[src/rtl/fit_pkg.sv]
package fit_pkg;

    localparam int OPW      = 3;
    localparam int VEC_W    = 2 * OPW;
    localparam int HEX_W    = 4;
    localparam int SEG_N    = 7;
    localparam int OUT_W    = SEG_N;
    localparam int SCORE_W  = 9;
    localparam int SETTLE_W = 4;

    typedef enum logic [1:0] {
        MODE_MUL = 2'd0,
        MODE_ADD = 2'd1,
        MODE_HEX = 2'd2
    } mode_e;

    typedef enum logic [1:0] {
        ST_IDLE,
        ST_SETTLE,
        ST_SAMPLE,
        ST_FINISH
    } state_e;

    function automatic mode_e decode_sel(input logic [1:0] sel);
        mode_e m;
        unique case (sel)
            2'd0:    m = MODE_MUL;
            2'd1:    m = MODE_ADD;
            default: m = MODE_HEX;
        endcase
        return m;
    endfunction

    function automatic logic [VEC_W-1:0] last_vec(input mode_e m);
        logic [VEC_W-1:0] v;
        if (m == MODE_HEX) v = VEC_W'((1 << HEX_W) - 1);
        else               v = '1;
        return v;
    endfunction

    function automatic logic [SCORE_W-1:0] max_score(input mode_e m);
        logic [SCORE_W-1:0] s;
        unique case (m)
            MODE_MUL: s = SCORE_W'((1 << VEC_W) * (2 * OPW));
            MODE_ADD: s = SCORE_W'((1 << VEC_W) * (OPW + 1));
            default:  s = SCORE_W'((1 << HEX_W) * SEG_N);
        endcase
        return s;
    endfunction

endpackage

[src/rtl/fit_golden.sv]
module fit_golden
    import fit_pkg::*;
#(
    parameter int OW = OUT_W,
    parameter int VW = VEC_W,
    parameter int AW = OPW
) (
    input  mode_e          mode,
    input  logic [VW-1:0]  vec,
    output logic [VW-1:0]  drive,
    output logic [OW-1:0]  gold,
    output logic [OW-1:0]  mask
);

    localparam int PW = 2 * AW;
    localparam int SW = AW + 1;

    logic [AW-1:0] op_a;
    logic [AW-1:0] op_b;
    logic [PW-1:0] prod;
    logic [SW-1:0] sum;

    function automatic logic [SEG_N-1:0] seg_pattern(input logic [HEX_W-1:0] d);
        logic [SEG_N-1:0] p;
        unique case (d)
            4'h0: p = 7'h3F;
            4'h1: p = 7'h06;
            4'h2: p = 7'h5B;
            4'h3: p = 7'h4F;
            4'h4: p = 7'h66;
            4'h5: p = 7'h6D;
            4'h6: p = 7'h7D;
            4'h7: p = 7'h07;
            4'h8: p = 7'h7F;
            4'h9: p = 7'h6F;
            4'hA: p = 7'h77;
            4'hB: p = 7'h7C;
            4'hC: p = 7'h39;
            4'hD: p = 7'h5E;
            4'hE: p = 7'h79;
            default: p = 7'h71;
        endcase
        return p;
    endfunction

    assign op_a = vec[AW-1:0];
    assign op_b = vec[VW-1:AW];
    assign prod = PW'(op_a) * PW'(op_b);
    assign sum  = SW'(op_a) + SW'(op_b);

    always_comb begin
        drive = vec;
        gold  = '0;
        mask  = '0;
        unique case (mode)
            MODE_MUL: begin
                gold = OW'(prod);
                mask = OW'((1 << PW) - 1);
            end
            MODE_ADD: begin
                gold = OW'(sum);
                mask = OW'((1 << SW) - 1);
            end
            default: begin
                drive = VW'(vec[HEX_W-1:0]);
                gold  = OW'(seg_pattern(vec[HEX_W-1:0]));
                mask  = OW'((1 << SEG_N) - 1);
            end
        endcase
    end

endmodule

[src/rtl/fit_ctrl.sv]
module fit_ctrl
    import fit_pkg::*;
#(
    parameter int SW = SETTLE_W,
    parameter int VW = VEC_W
) (
    input  logic          clk,
    input  logic          rst_n,
    input  logic          start,
    input  logic [1:0]    sel,
    input  logic [SW-1:0] settle,
    output state_e        state,
    output mode_e         mode,
    output logic [VW-1:0] vec,
    output logic          accept,
    output logic          sample,
    output logic          done
);

    state_e        state_q, state_d;
    mode_e         mode_q;
    logic [VW-1:0] vec_q;
    logic [SW-1:0] wait_q;
    logic [SW-1:0] hold_q;
    logic          at_last;

    assign at_last = (vec_q == VW'(last_vec(mode_q)));

    // state register
    always_ff @(posedge clk or negedge rst_n) begin
        if (!rst_n) state_q <= ST_IDLE;
        else        state_q <= state_d;
    end

    // next state
    always_comb begin
        state_d = state_q;
        unique case (state_q)
            ST_IDLE:   if (start) state_d = ST_SETTLE;
            ST_SETTLE: if (wait_q == '0) state_d = ST_SAMPLE;
            ST_SAMPLE: state_d = at_last ? ST_FINISH : ST_SETTLE;
            ST_FINISH: state_d = ST_IDLE;
        endcase
    end

    // outputs
    always_comb begin
        accept = (state_q == ST_IDLE) && start;
        sample = (state_q == ST_SAMPLE);
        done   = (state_q == ST_FINISH);
    end

    // sweep counters
    always_ff @(posedge clk or negedge rst_n) begin
        if (!rst_n) begin
            mode_q <= MODE_MUL;
            vec_q  <= '0;
            wait_q <= '0;
            hold_q <= '0;
        end else begin
            unique case (state_q)
                ST_IDLE: if (start) begin
                    mode_q <= decode_sel(sel);
                    vec_q  <= '0;
                    wait_q <= settle;
                    hold_q <= settle;
                end
                ST_SETTLE: if (wait_q != '0) wait_q <= wait_q - 1'b1;
                ST_SAMPLE: if (!at_last) begin
                    vec_q  <= vec_q + 1'b1;
                    wait_q <= hold_q;
                end
                ST_FINISH: ;
            endcase
        end
    end

    assign state = state_q;
    assign mode  = mode_q;
    assign vec   = vec_q;

endmodule

[src/rtl/fit_score.sv]
module fit_score #(
    parameter int OW  = fit_pkg::OUT_W,
    parameter int SCW = fit_pkg::SCORE_W
) (
    input  logic           clk,
    input  logic           rst_n,
    input  logic           clear,
    input  logic           sample,
    input  logic           done,
    input  logic [OW-1:0]  gold,
    input  logic [OW-1:0]  mask,
    input  logic [OW-1:0]  observed,
    input  logic [SCW-1:0] max_pts,
    output logic [SCW-1:0] fitness,
    output logic           perfect
);

    localparam int CW = $clog2(OW + 1);

    logic [OW-1:0]  hit;
    logic [CW-1:0]  hit_cnt;
    logic [SCW-1:0] score_q;
    logic           have_q;

    for (genvar i = 0; i < OW; i++) begin : g_bit
        assign hit[i] = mask[i] & ~(observed[i] ^ gold[i]);
    end

    always_comb begin
        hit_cnt = '0;
        for (int i = 0; i < OW; i++) hit_cnt = hit_cnt + CW'(hit[i]);
    end

    always_ff @(posedge clk or negedge rst_n) begin
        if (!rst_n) begin
            score_q <= '0;
            have_q  <= 1'b0;
        end else begin
            if (clear)       score_q <= '0;
            else if (sample) score_q <= score_q + SCW'(hit_cnt);
            if (clear)       have_q  <= 1'b0;
            else if (done)   have_q  <= 1'b1;
        end
    end

    assign fitness = score_q;
    assign perfect = (done || have_q) && (score_q == max_pts);

endmodule

[src/rtl/fitness_scorer.sv]
module fitness_scorer
    import fit_pkg::*;
(
    input  logic                clk,
    input  logic                rst_n,
    input  logic                start,
    input  logic [1:0]          func_sel,
    input  logic [SETTLE_W-1:0] settle_cycles,
    input  logic [OUT_W-1:0]    cut_out,
    output logic [VEC_W-1:0]    cut_in,
    output logic [SCORE_W-1:0]  fitness,
    output logic                done,
    output logic                perfect
);

    state_e             st_w;
    mode_e              mode_w;
    logic [VEC_W-1:0]   vec_w;
    logic               accept_w;
    logic               sample_w;
    logic [OUT_W-1:0]   gold_w;
    logic [OUT_W-1:0]   mask_w;
    logic [SCORE_W-1:0] max_w;

    fit_ctrl #(.SW(SETTLE_W), .VW(VEC_W)) u_ctrl (
        .clk    (clk),
        .rst_n  (rst_n),
        .start  (start),
        .sel    (func_sel),
        .settle (settle_cycles),
        .state  (st_w),
        .mode   (mode_w),
        .vec    (vec_w),
        .accept (accept_w),
        .sample (sample_w),
        .done   (done)
    );

    fit_golden #(.OW(OUT_W), .VW(VEC_W), .AW(OPW)) u_golden (
        .mode  (mode_w),
        .vec   (vec_w),
        .drive (cut_in),
        .gold  (gold_w),
        .mask  (mask_w)
    );

    assign max_w = max_score(mode_w);

    fit_score #(.OW(OUT_W), .SCW(SCORE_W)) u_score (
        .clk      (clk),
        .rst_n    (rst_n),
        .clear    (accept_w),
        .sample   (sample_w),
        .done     (done),
        .gold     (gold_w),
        .mask     (mask_w),
        .observed (cut_out),
        .max_pts  (max_w),
        .fitness  (fitness),
        .perfect  (perfect)
    );

endmodule

[config.mk]
export PLATFORM = sky130hd
export DESIGN_NAME = fitness_scorer
export DESIGN_NICKNAME = d
export VERILOG_FILES = /design/src/rtl/fit_pkg.sv /design/src/rtl/fit_golden.sv /design/src/rtl/fit_ctrl.sv /design/src/rtl/fit_score.sv /design/src/rtl/fitness_scorer.sv
export SDC_FILE = /design/constraint.sdc
export NUM_CORES = 1
export LEC_CHECK = 0
export BUFFER_PORTS_ARGS = -buffer_cell sky130_fd_sc_hd__buf_4
export CAP_MARGIN = 20
export CELL_PAD_IN_SITES_DETAIL_PLACEMENT = 1
export CELL_PAD_IN_SITES_GLOBAL_PLACEMENT = 1
export CORE_ASPECT_RATIO = 0.7
export CORE_MARGIN = 1
export CORE_UTILIZATION = 49
export DETAILED_ROUTE_END_ITERATION = 10
export PLACE_DENSITY = 0.84
export SLEW_MARGIN = 20
export SYNTH_ARGS = -nofsm -noshare
export SYNTH_HDL_FRONTEND = slang
export SYNTH_HIERARCHICAL = 1
export SYNTH_SLANG_ARGS = --single-unit
[constraint.sdc]
create_clock -name clk -period 9.25 [get_ports clk]
set_clock_uncertainty 0.1 [all_clocks]
set_input_delay 1.85 -clock clk [delete_from_list [all_inputs] [get_ports clk]]
set_output_delay 1.85 -clock clk [all_outputs]
set_load 0.05 [all_outputs]
After elaboration in Yosys (flattened, before gate mapping)
Memories as Yosys holds them, arrays and structs flattened.
Cells that the tools add are included.
Cells by class
  add/sub/neg operators: 10
  multiply operators: 1
  divide/modulo/power cells: 0
  $lt $le $gt $ge: 0
  equal/unequal tests: 12
  shift operators: 0
  multiplexer cells: 21
  bitwise gates (word level): 21
  reductions and logical operators: 17
Operators with widths (count)
  7-bit case mux with 2 select lines: 2
  6-bit two-way mux: 4
  9-bit two-way mux: 2
  9-bit case mux with 2 select lines: 1
  3-bit by 1-bit adder with 3-bit output: 5
  4-bit two-way mux: 3
  4-bit case mux with 3 select lines: 1
  6-bit case mux with 2 select lines: 1
  9-bit by 3-bit adder with 9-bit output: 1
  9-bit equality test: 1
  2-bit case mux with 4 select lines: 1
  1-bit bitwise AND: 7
  1-bit inverter: 7
  1-bit bitwise XOR: 7
  6-bit by 1-bit adder with 6-bit output, second input constant: 1
  2-bit by 1-bit equality test with 1-bit output, second input constant: 3
  2-bit equality test, second input constant: 3
  6-bit equality test: 1
  2-bit zero test: 3
  3-bit by 3-bit multiplier with 6-bit output: 1
  2-bit two-way mux: 3
  2-bit nonzero test: 3
  3-bit by 3-bit adder with 4-bit output: 1
  4-bit zero test: 1
  other kinds (14): 19
Storage, ports and cells
  register bits after elaboration: 28
  latch bits: 0
  RAM bits: 0
  memory bits (read-only): 112
  input port bits: 16
  logic and storage cells: 90
  memories: 1
Memories
  (name not given): words 16, width 7, read ports 1, clocked after Yosys merged registers in 0, write ports 0, line fit_golden.sv:25  | unique case (d)

Longest topological paths before layout
Gate-level depths: netlist of the first run.
  depth in word-level cells: 14
  mapped depth: 18
  mapped depth without buffers: 18

By module
Netlist of the first run, hierarchy kept.
Modules (own cells, without submodules)
  fit_ctrl: times used 1, cells each 138, area an instance 1209.9 um^2
  fit_score: times used 1, cells each 103, area an instance 955.9 um^2
  fit_golden: times used 1, cells each 90, area an instance 694.4 um^2
  fitness_scorer: times used 1, cells each 4, area an instance 15.0 um^2

Worst setup path before layout of the first run
OpenSTA, ideal clock, no wires.
  path type: input port to flip-flop
  from: in cut_out[0]
  to: reg u_score.score_q[4] (netlist: u_score/fitness[4])
  setup time: 0.125 ns
  arrival time: 4.817 ns
  data required time: 9.025 ns
  slack: 4.208 ns
  cell stages on the path: 12
  buffers on the path: 0
  cells stage by stage: xnor2_1 and2_1 fa_1 inv_1 fa_1 fa_1 inv_1 ha_1 fa_1 nand3_1 a21boi_0 mux2_2
On the way
  cells in the longest elaborated chain, start to end: 12
Ends and longest elaborated chain
  start: declaration: line fitness_scorer.sv:9  | input logic [OUT_W-1:0] cut_out,
  1-bit bitwise XOR: line fit_score.sv:26  | assign hit[i] = mask[i] & ~(observed[i] ^ gold[i]);
  1-bit inverter: line fit_score.sv:26
  1-bit bitwise AND: line fit_score.sv:26
  1-bit by 1-bit adder with 2-bit output: line fit_score.sv:31  | for (int i = 0; i < OW; i++) hit_cnt = hit_cnt + CW'(hit[i]);
  3-bit by 1-bit adder with 3-bit output (5 in series): line fit_score.sv:31
  9-bit by 3-bit adder with 9-bit output: line fit_score.sv:40  | else if (sample) score_q <= score_q + SCW'(hit_cnt);
  9-bit two-way mux: line fit_score.sv:40
  9-bit two-way mux: line fit_score.sv:39  | if (clear) score_q <= '0;
  end signal: assignment: line fit_score.sv:40
  end: declaration: line fit_score.sv:22  | logic [SCW-1:0] score_q;
No other way between the ends. The select of a mux whose other input is x is not followed.
A chain may end at the register's enable or synchronous reset.

Final worst setup path of the first run
  from: reg u_ctrl.vec_q[3] (netlist: u_ctrl/vec[3])
  to: reg u_score.score_q[4] (netlist: u_score/fitness[4])
RTL lines
  start: declaration: line fit_ctrl.sv:22  | logic [VW-1:0] vec_q;
  start signal: assignment: line fit_ctrl.sv:70  | vec_q <= vec_q + 1'b1;
  3-bit by 3-bit multiplier with 6-bit output (tied with other cells): line fit_golden.sv:48  | assign prod = PW'(op_a) * PW'(op_b);
  7-bit case mux with 2 select lines (*): line fit_golden.sv:55  | unique case (mode)
  net gold_w[2]: line fitness_scorer.sv:21  | logic [OUT_W-1:0] gold_w;
  1-bit bitwise XOR (*): line fit_score.sv:26
  1-bit inverter (*): line fit_score.sv:26
  1-bit bitwise AND (*): line fit_score.sv:26
  3-bit by 1-bit adder with 3-bit output (*) (5 in series): line fit_score.sv:31
  9-bit by 3-bit adder with 9-bit output (*): line fit_score.sv:40
  9-bit two-way mux (*): line fit_score.sv:40
  9-bit two-way mux (*): line fit_score.sv:39
Mark *: on every way through the listed nets, which the timed path passes. The rest lies on a longest branch. The select of a mux whose other input is x is not followed.

==> key figures, run 1 <==
Timing
  • Fmax achieved: 184.4 MHz
  • Relative slew margins: 57.98%
  • Hold WS: 0.4121 ns
  • Setup TNS: 0 ns
  • Crit path time final: 5.423 ns
  • Setup WS post-layout: 3.827 ns
  • Final Hold Vio Count: 0
  • Worst-Margin Slew: 0.6302 ns
  • RSZ-0062 raised after global routing: no
  • Final Cycle Share: 58.63%
  • Setup-failing EPs final: 0
  • Max Slew Vio Count: 0

Synthesis
  • Largest cells by area after synthesis: dfrtp_1, ha_1, fa_1
  • Main synth FF type: dfrtp_1
  • YS warnings: 6
  • Synth top area share: 24.37%
  • Register bit count reported by yosys: 28
  • Number of synthesized flops with an enable pin: 0
  • Async S/R FF share, synth: 100.0%
  • Cells after synthesis: 335
  • Synth area leader: dfrtp_1
  • Post-synthesis sequential area ratio: 24.37%
  • Mean post-synth cell area: 8.583 um2
  • Unique masters post-synth: 61
  • Mapped Area: 2875 um2

GRT
  • Vias in the first global route: 2441
  • GRT overflow: 0
  • Largest net degree at the start of global routing: 29
  • Initial antenna violation count: 0
  • GR Util All Layers: 25.83%
  • First-pass GRT wire length: 12320 um

Detailed routing
  • Avg WL per Cell: 17.53 um
  • Total Wirelength: 7467 um
  • # DRC: 0
  • TritonRoute pass-1 iters: 4
  • Remaining antenna violation count: 0
  • Vias per inst: 5.742
  • DR iter-0 viols: 119
  • DR vias: 2446

Worst setup path
  • Setup CP Type: flip-flop to flip-flop
  • Req. time, crit path: 9.33 ns
  • Critical path fanouts, max: 22
  • WP data arrival: 5.50 ns
  • Crit end category: flip-flop
  • Setup crit start kind: flip-flop

CTS
  • Post-CTS Resized: 0
  • Bufs on Longest Clock Path: 2
  • Num CTS Buffers: 3
  • Clock sinks: 28
  • CTS tree: built
  • Root buffer cell: clkbuf_8
  • Clk_lat worst skew: 0.28 ns
  • # hold bufs at CTS: 0
  • Clk pin slew, worst setup/hold paths: 0.10 ns
  • H-tree Lvls: 1
  • # Post-CTS Setup Buffers: 0

Cells and area
  • N_diodes: 0
  • Fin nets: 408
  • FILL cells: 682
  • Final Cell Area: 3157 um2
  • Layout cell share with drive strength beyond 1: 16.67%
  • P&R area growth vs syn: 9.791%

Floorplanning
  • Row cnt: 22
  • Die height: 66.09 um
  • Initial core utilization: 52.75%
  • Die area: 6183 um2
  • Core area: 5450 um2
  • Io pins: 33
  • Die W: 93.56 um

Run
  • Max-cap check violation count: 0

Placement
  • GPL Wtd Cong: 0.8261
  • Pre-CTS setup slack: 3.856 ns
  • Dpl hpwl: 5686 um
  • Placed cell area: 3102 um2
  • Port bufs: 32

Pwr
  • Power per cell area: 346.2 nW/um2
  • Static leakage: 1.465 nW
  • Peak VDD IR: 0.1590 mV

Run status
  • Status: completed

Hold path
  • Hold crit path type: flip-flop to flip-flop
layer usage:
| layer | track usage (%) | vias up | share of wire [%] |
|---|---|---|---|
| li1 | - | 1186 | - |
| met2 | 44.12 | 37 | 46 |
| met4 | 2.885 | 0 | 0.31 |
| met3 | 4.138 | 4 | 2.7 |
| met5 | 0 | - | 0 |
| met1 | 35.59 | 1219 | 51 |
path summary, 6_finish.rpt:
kind                             startpoint            endpoint  slack, ns  cells after the start
max                           u_ctrl/vec[3]  u_score/fitness[4]       3.83                     16
min                        u_ctrl/hold_q[1]    u_ctrl/hold_q[1]       0.41                      1
max reg2reg                   u_ctrl/vec[3]  u_score/fitness[4]       3.83                     16
min in group asynchronous             rst_n  u_score/fitness[0]       1.37                      1
min reg2reg                u_ctrl/hold_q[1]    u_ctrl/hold_q[1]       0.41                      1
max in group asynchronous             rst_n    u_ctrl/hold_q[3]       7.39                      1
cell usage after synthesis (7+ instances only):
master,instances
nor2_1,32
ha_1,30
dfrtp_1,28
nand2_1,27
inv_1,22
o21ai_0,22
xnor2_1,16
nand3_1,12
nor2b_1,11
a21oi_1,10
buf_4,9
clkbuf_1,9
mux2_2,9
and2_1,7
fa_1,7
cells in the final DEF, fill, tap and decap left out, drive strengths merged, types with 4 or more instances in the layout:
master	netlist	layout
a211oi	6	6
a21oi	10	10
a31oi	4	4
and2	8	8
buf	16	34
clkbuf	9	4
conb	2	8
dfrtp	28	28
fa	7	7
ha	30	30
inv	22	22
mux2	9	9
mux2i	6	6
nand2	27	27
nand2b	7	7
nand3	12	12
nand4	6	6
nor2	33	33
nor2b	11	11
o21ai	25	25
xnor2	16	16
xor2	4	4
final cells by class:
| cell class | count | area (um2) | area share (%) |
|---|---|---|---|
| tap | 72 | 90.09 | 2.854 |
| multi-input combinational | 266 | 1973 | 62.50 |
| sequential | 28 | 700.7 | 22.20 |
| timing repair buffer | 34 | 255.2 | 8.086 |
| clock buffer | 4 | 55.05 | 1.744 |
| inverter | 22 | 82.58 | 2.616 |
report_power, final:
part	internal, W	total [W]	switching, W
Clock	0.0000383	0.0000797	0.0000414
Combinational	0.000310	0.000776	0.000467
Sequential	0.000167	0.000237	0.0000697
sequential cells by signal, summed over array words and instances (netlist names):
| signal | cells |
|---|---|
| u_ctrl/wait_q | 4 |
| u_ctrl/state | 2 |
| u_score/fitness | 9 |
| u_ctrl/vec | 6 |
| u_ctrl/mode | 2 |
| u_ctrl/hold_q | 4 |
| u_score/have_q | 1 |
cells by family (layout without fill, tap and decap cells):
family	after synthesis	after routing	synth area share, %
compound gates	70	70	16.84
xor+xnor	20	20	6.092
fa+ha+maj	37	37	17.93
buf+inv	47	60	7.789
flops	28	28	24.37
mux	16	16	6.397
other cells	2	8	0.2612
simple gates	115	115	20.32
worst max-delay path: stages (launching register included):
cell	delay, ns
dfrtp_1	0.76
and2_2	0.28
fa_1	0.43
ha_1	0.31
a221o_1	0.34
xnor2_1	0.13
and2_1	0.16
fa_1	0.47
inv_1	0.06
fa_1	0.50
fa_1	0.54
inv_1	0.04
ha_1	0.23
fa_1	0.41
nand3_1	0.15
a21boi_0	0.11
mux2_2	0.29
metrics by stage:
stage / cells / util, % / power [W]
after floorplan: 341 / - / 0.0008173
after global placement: 422 / 56.91 / 0.0009660
after detailed placement: 422 / 56.91 / 0.001007
after CTS: 426 / 57.92 / 0.001097
after global routing: 426 / 57.92 / 0.001202
final: 426 / 57.92 / 0.001093
(Power assumes the default switching activity.)
==> inputs of run 2 (changes only) <==
--- a/config.mk
+++ b/config.mk
@@ -5,15 +5,16 @@
 export SDC_FILE = /design/constraint.sdc
 export NUM_CORES = 1
 export LEC_CHECK = 0
+export ABC_AREA = 1
 export BUFFER_PORTS_ARGS = -buffer_cell sky130_fd_sc_hd__buf_4
 export CAP_MARGIN = 20
 export CELL_PAD_IN_SITES_DETAIL_PLACEMENT = 1
 export CELL_PAD_IN_SITES_GLOBAL_PLACEMENT = 1
 export CORE_ASPECT_RATIO = 0.7
 export CORE_MARGIN = 1
-export CORE_UTILIZATION = 49
+export CORE_UTILIZATION = 38
 export DETAILED_ROUTE_END_ITERATION = 10
-export PLACE_DENSITY = 0.84
+export PLACE_DENSITY = 0.73
 export SLEW_MARGIN = 20
 export SYNTH_ARGS = -nofsm -noshare
 export SYNTH_HDL_FRONTEND = slang
==> constraint.sdc (replaced) <==
create_clock -name clk -period 4.4 [get_ports clk]
set_clock_uncertainty 0.1 [all_clocks]
set_input_delay 0.88 -clock clk [delete_from_list [all_inputs] [get_ports clk]]
set_output_delay 0.88 -clock clk [all_outputs]
set_load 0.05 [all_outputs]
==> run 2 against run 1 <==
Compared with the run above: the flow now finishes with violations (setup timing); die area rose by 26%; clock-buffer cell count down 1; critical path depth grew 1; global-route usage is 4.0 points lower; register-to-register slack got worse by 3.9 ns; critical path type unchanged.
==> key figures, run 2 <==
Run status
  • Status: finished, violations left
  • Failing checks: setup timing

Pwr
  • Static leakage: 1.813 nW (+24%)
  • Power per cell area: 589.9 nW/um2 (+70%)
  • Peak VDD IR: 0.2941 mV (+85%)

Floorplanning
  • Row cnt: 25 (+14%)
  • Die height: 74.21 um (+12%)
  • Core area: 6975 um2 (+28%)
  • Die area: 7803 um2 (+26%)
  • Initial core utilization: 40.57% (-12 points)
  • Die W: 105.2 um (+12%)
  • Io pins: 33 (unchanged)

Placement
  • GPL Wtd Cong: 0.8480 (+2.7%)
  • Dpl hpwl: 6281 um (+10%)
  • Port bufs: 32 (unchanged)
  • Pre-CTS setup slack: -0.2131 ns (-4.069 ns)

GRT
  • Largest net degree at the start of global routing: 29 (unchanged)
  • First-pass GRT wire length: 13560 um (+10%)
  • Initial antenna violation count: 0 (unchanged)
  • GRT overflow: 0 (unchanged)
  • GR Util All Layers: 21.82% (-4.0 points)
  • Vias in the first global route: 2837 (+16%)

CTS
  • Num CTS Buffers: 3 (unchanged)
  • Clk pin slew, worst setup/hold paths: 0.11 ns (about the same)
  • Clk_lat worst skew: 0.28 ns (about the same)
  • Root buffer cell: clkbuf_8
  • CTS tree: built
  • H-tree Lvls: 1 (unchanged)
  • Clock sinks: 28 (unchanged)
  • Bufs on Longest Clock Path: 2 (unchanged)

Worst setup path
  • Crit path launch: u_ctrl/vec[0]
  • Worst r2r src: u_ctrl/vec[0]
  • R2R Path End: u_score/fitness[2]
  • Req. time, crit path: 4.48 ns (-4.85 ns)
  • Flop2flop setup slack: -0.08 ns (-3.91 ns)
  • Crit path to: u_score/fitness[2]
  • Setup crit start kind: flip-flop
  • Crit end category: flip-flop
  • Setup CP Type: flip-flop to flip-flop
  • R2R cell count: 17 (+1)
  • Critical path fanouts, max: 4 (-82%)
  • WP data arrival: 4.56 ns (-0.94 ns)

Detailed routing
  • TritonRoute pass-1 iters: 4 (unchanged)
  • Remaining antenna violation count: 0 (unchanged)
  • Avg WL per Cell: 14.15 um (-19%)
  • # DRC: 0 (unchanged)
  • Total Wirelength: 7796 um (+4.4%)
  • Vias per inst: 4.849 (-16%)
  • DR iter-0 viols: 76 (-36%)
  • DR vias: 2672 (+9.2%)

Synthesis
  • YS warnings: 6 (unchanged)
  • Main synth FF type: dfrtp_1
  • Async S/R FF share, synth: 100.0% (unchanged)
  • Post-synthesis sequential area ratio: 24.76% (+0.39 points)
  • Mean post-synth cell area: 6.903 um2 (-20%)
  • Synth top area share: 24.76% (+0.39 points)
  • Unique masters post-synth: 33 (-46%)
  • Number of synthesized flops with an enable pin: 0 (unchanged)
  • Most frequent cell after synthesis: nand2_1
  • Mapped Area: 2830 um2 (-1.6%)
  • Largest cells by area after synthesis: dfrtp_1, nand2_1, ha_1
  • Cells after synthesis: 410 (+22%)
  • Synth cell count leaders: nand2_1, inv_1, nor2_1
  • Synth area leader: dfrtp_1
  • Register bit count reported by yosys: 28 (unchanged)

Cells and area
  • FILL cells: 931 (+37%)
  • Max reg flops: 9 (unchanged)
  • P&R area growth vs syn: 21.00%
  • Fin nets: 511 (+25%)
  • Most frequent cells in the layout: nand2_1, inv_1, buf_4, nor2_1, nand3_1
  • Leading cell type in the layout, fill and taps excluded: nand2_1
  • N_diodes: 0 (unchanged)
  • Final core utilization: 49.09% (-8.8 points)
  • Layout cell share with drive strength beyond 1: 22.54% (+5.9 points)

Timing
  • Max Slew Vio Count: 0 (unchanged)
  • Setup WS post-layout: -0.08145 ns (-3.908 ns)
  • Final Cycle Share: 101.9% (+43 points)
  • Setup-failing EPs final: 4 (+4)
  • Fmax achieved: 223.1 MHz (+21%)
  • Worst-Margin Slew: 0.5292 ns (-0.1010 ns)
  • Final Hold Vio Count: 0 (unchanged)
  • Crit path time final: 4.481 ns (-0.9420 ns)
  • RSZ-0062 raised after global routing: yes
  • Relative slew margins: 64.72% (+6.7 points)

Run
  • Max-cap check violation count: 0 (unchanged)

Hold path
  • Hold crit path type: flip-flop to flip-flop
## run 2: cell count changes in the layout (fill, tap and decap cells not counted), moves of 9 or more
cell	delta
nand2_1	+85
inv_1	+35
buf_4	+16
nand3_1	+14
nor2b_1	-11
mux2_2	-9
## run 2: routing by layer
metal / up-vias / wire [um] / track usage, % / part of all wire, %
li1: 1362 / - / - / -
met1: 1283 / 4084 / 31.61 / 52
met2: 23 / 3513 / 36.20 / 45
met3: 4 / 149 / 2.542 / 1.9
met4: 0 / 48 / 2.973 / 0.62
met5: - / 0 / 0 / 0
## run 2: area by class of cell
type / count / area (um2) / area share [%]
repair buffers: 50 / 375.4 / 10.96
multi-input cells: 312 / 1913 / 55.86
well taps: 94 / 117.6 / 3.434
clock buffers: 3 / 41.29 / 1.206
flip-flops and latches: 28 / 705.7 / 20.61
clock inverters: 1 / 30.03 / 0.8769
inverters: 63 / 241.5 / 7.052
## run 2: worst min-delay path by stage
stage	to	startpoint	cells after the start
after CTS	u_score/have_q	u_score/have_q	2
after detailed placement	u_score/have_q	u_score/have_q	2
after global routing	u_score/fitness[5]	rst_n	1
final	u_ctrl/hold_q[2]	u_ctrl/hold_q[2]	2
after global placement	u_score/have_q	u_score/have_q	2
after floorplan	u_ctrl/hold_q[2]	u_ctrl/hold_q[2]	2
## run 2: power breakdown
part,internal [W],switching (W),leakage [nW]
Clock,0.000122,0.0000899,0.0357
Sequential,0.000338,0.0000750,0.361
Combinational,0.000524,0.000871,1.42
Total,0.000984,0.00104,1.81
## run 2: timing repair
item                                    4_1_cts  5_1_grt
hold buffers                                  0        0
gates resized for setup                      14       12
pin swaps                                     2        2
buffers inserted                              1        0
endpoints found under the hold margin         0        0
endpoints found under the setup margin        4        8
cloned                                        0        0
## run 2: per-stage QoR
step / TNS (ns) / instances / power (W) / hold slack (ns) / area, um2
detailed placement: -0.8067 / 546 / 0.001771 / 0.3790 / 3248
global route: -0.9692 / 551 / 0.002248 / 0.4248 / 3425
global placement: -0.2703 / 546 / 0.001694 / 0.3692 / 3248
CTS: -0.4965 / 551 / 0.002020 / 0.4088 / 3387
floorplan: 0 / 418 / 0.001401 / 0.3491 / 2875
finish: -0.2493 / 551 / 0.002020 / 0.4019 / 3425
## run 2: kinds of logic after synthesis
logic type | count (synthesis) | synth area share (%)
and+or+nand+nor | 205 | 31.79
buffers and inverters | 78 | 12.47
AOI/OAI and AO/OA | 51 | 9.726
adders and majority gates | 37 | 18.21
DFF | 28 | 24.76
xor gates and xnor gates | 9 | 2.785
other | 2 | 0.2654
## run 2: worst max-delay path, stage by stage (launching register included)
cell and delay [ns]:
dfrtp_2 0.45, nand2_1 0.07, inv_1 0.05, fa_1 0.59
ha_4 0.22, nand2_2 0.06, nand3_2 0.08, o21ai_1 0.12
a21oi_1 0.06, fa_1 0.48, inv_1 0.05, fa_1 0.45
fa_1 0.50, inv_1 0.05, ha_2 0.19, fa_2 0.35
or2_2 0.28, a32o_1 0.22
==> inputs of run 3 (changes only) <==
--- a/config.mk
+++ b/config.mk
@@ -14,7 +14,7 @@
 export CORE_MARGIN = 1
 export CORE_UTILIZATION = 38
 export DETAILED_ROUTE_END_ITERATION = 10
-export PLACE_DENSITY = 0.73
+export PLACE_DENSITY_LB_ADDON = 0.1
 export SLEW_MARGIN = 20
 export SYNTH_ARGS = -nofsm -noshare
 export SYNTH_HDL_FRONTEND = slang
==> run 3 against run 2 <==
Compared with the run above: the flow still finishes with violations (setup timing); global-route usage is essentially flat; cell area grew 1.3%; power grew 3.5%; via count grew 3.4%; critical path depth is the same.
==> key figures, run 3 (synthesis results as in run 2) <==
Worst setup path
  • Crit-path most repeated cell: fa_1
  • CP cell instances: ha_4 > fa_2 > ha_4 > nand2_2 > nand3_2 > o21ai_1 > a21oi_1 > fa_1 > inv_1 > fa_1 > fa_1 > inv_1 > ha_2 > fa_2 > buf_4 > or2_4 > a32o_1
  • Req. time, crit path: 4.47 ns (about the same)
  • Setup CP Type: flip-flop to flip-flop
  • Critical path fanouts, max: 2 (-2)
  • WP data arrival: 4.62 ns (+0.06 ns)
  • WP buf/inv: 3 (unchanged)
  • Worst path top cell family by delay: adder cells
  • CP max-delay cell: fa_2
  • Crit end category: flip-flop
  • Setup crit start kind: flip-flop
  • Slowest cell delay on critical path: 0.57 ns (-0.02 ns)
  • Flop2flop setup slack: -0.15 ns (-0.07 ns)

Timing
  • Relative slew margins: 61.84% (-2.9 points)
  • RSZ-0062 raised after global routing: yes
  • Crit path time final: 4.553 ns (+0.07143 ns)
  • Final Hold Vio Count: 0 (unchanged)
  • Setup-failing EPs final: 4 (unchanged)
  • Fmax achieved: 219.6 MHz (-1.6%)
  • Worst-Margin Slew: 0.5724 ns (+0.04318 ns)
  • Max Slew Vio Count: 0 (unchanged)
  • Setup WS post-layout: -0.1529 ns (-0.07143 ns)
  • Final Cycle Share: 103.5% (+1.6 points)

CTS
  • Clk_lat worst skew: 0.28 ns (about the same)
  • Root buffer cell: clkbuf_8
  • CTS tree: built
  • Clock sinks: 28 (unchanged)
  • # hold bufs at CTS: 0 (unchanged)
  • Bufs on Longest Clock Path: 2 (unchanged)
  • Clk pin slew, worst setup/hold paths: 0.11 ns (about the same)
  • Num CTS Buffers: 3 (unchanged)
  • H-tree Lvls: 1 (unchanged)

Detailed routing
  • DR iter-0 viols: 93 (+22%)
  • DR vias: 2762 (+3.4%)
  • Vias per inst: 4.959 (+2.3%)
  • TritonRoute pass-1 iters: 4 (unchanged)
  • Avg WL per Cell: 14.30 um (+1.0%)
  • Remaining antenna violation count: 0 (unchanged)
  • # DRC: 0 (unchanged)
  • Total Wirelength: 7963 um (+2.1%)

Pwr
  • Total Power: 0.002092 W (+3.5%)
  • Power per cell area: 602.8 nW/um2 (+2.2%)
  • Static leakage: 1.852 nW (+2.1%)
  • Peak VDD IR: 0.4800 mV (+63%)

GRT
  • Vias in the first global route: 2757 (-2.8%)
  • First-pass GRT wire length: 13390 um (-1.2%)
  • Initial antenna violation count: 0 (unchanged)
  • Largest net degree at the start of global routing: 29 (unchanged)
  • GRT overflow: 0 (unchanged)
  • GR Util All Layers: 21.84% (about the same)

Floorplanning
  • Die area: 7803 um2 (unchanged)
  • Core area: 6975 um2 (unchanged)
  • Io pins: 33 (unchanged)
  • Row cnt: 25 (unchanged)
  • Initial core utilization: 40.57% (unchanged)
  • Die height: 74.21 um (unchanged)
  • Die W: 105.2 um (unchanged)

Cells and area
  • Most frequent cells in the layout: nand2_1, buf_4, inv_1, nor2_1, nand3_1
  • Final Cell Area: 3470 um2 (+1.3%)
  • Layout cell share with drive strength beyond 1: 23.54% (+1.0 points)
  • N_diodes: 0 (unchanged)
  • P&R area growth vs syn: 22.59%
  • Leading cell type in the layout, fill and taps excluded: nand2_1
  • Max reg flops: 9 (unchanged)
  • Fin nets: 517 (+1.2%)
  • FILL cells: 931 (unchanged)

Placement
  • Dpl hpwl: 6262 um (-0.29%)
  • Port bufs: 32 (unchanged)
  • GPL Wtd Cong: 0.8496 (+0.19%)
  • Placed cell area: 3248 um2 (unchanged)

Run status
  • Failing checks: setup timing
  • Status: finished, violations left

Run
  • Max-cap check violation count: 0 (unchanged)

Hold path
  • Hold crit path type: flip-flop to flip-flop
run 3: changes by cell type in the layout (fill, tap and decap cells not counted), moves of 2 or more:
cell | previous run | this run
a21oi_2 | 3 | 5
inv_1 | 57 | 55
buf_4 | 50 | 56
o21ai_1 | 9 | 11
nand3_2 | 5 | 3
a21oi_1 | 14 | 12
run 3: cell type report:
cell class	instances	area, um2	share of cell area, %
inverter	63	247.7	7.140
clock buffer	3	41.29	1.190
sequential	28	705.7	20.34
multi-input combinational	312	1907	54.96
timing repair buffer	56	420.4	12.12
clock inverter	1	30.03	0.8655
tap	94	117.6	3.390
run 3: final timing paths:
kind | depth (start not counted) | to | start
min in group asynchronous | 1 | u_score/fitness[8] | rst_n
max in group asynchronous | 1 | u_ctrl/vec[2] | rst_n
worst min-delay path | 2 | u_score/have_q | u_score/have_q
worst max-delay path | 17 | u_score/fitness[2] | u_ctrl/vec[1]
worst max register to register | 17 | u_score/fitness[2] | u_ctrl/vec[1]
worst min register to register | 2 | u_score/have_q | u_score/have_q
run 3: repair_timing:
item / 4_1_cts / 5_1_grt
pin swaps: 13 / 11
setup endpoints to repair: 4 / 8
gates resized for setup: 17 / 12
buffers inserted: 5 / 2
run 3: routing by layer:
metal	track usage, %	wire length, um	vias up
met2	38.70	3625	31
met3	2.366	190	4
met4	2.817	43	0
met1	29.96	4103	1358
li1	-	-	1369
met5	0	0	-
run 3: tightest hold or removal path: cells and delay by family, from the launching register on:
kind          cells  cell delay [ns]
simple gates      2             0.13
flops             1             0.34
run 3: metrics by stage:
stage / cells / TNS [ns] / hold WS (ns) / setup WS, ns / util [%]
floorplan: 418 / 0 / 0.3491 / 0.01030 / -
global placement: 546 / 0 / 0.3660 / 0.0005582 / 46.57
detailed placement: 546 / -0.5507 / 0.3771 / -0.1494 / 46.57
CTS: 555 / -0.4633 / 0.4055 / -0.1325 / 49.00
global route: 557 / -1.221 / 0.4223 / -0.3324 / 49.74
finish: 557 / -0.4716 / 0.3958 / -0.1529 / 49.74
run 3: report_power, final:
part | total, W | internal [W] | leakage, nW | switching (W)
clock network | 0.000210 | 0.000122 | 0.0357 | 0.0000881
logic | 0.00147 | 0.000580 | 1.46 | 0.000891
registers | 0.000411 | 0.000338 | 0.361 | 0.0000726
total | 0.00209 | 0.00104 | 1.85 | 0.00105
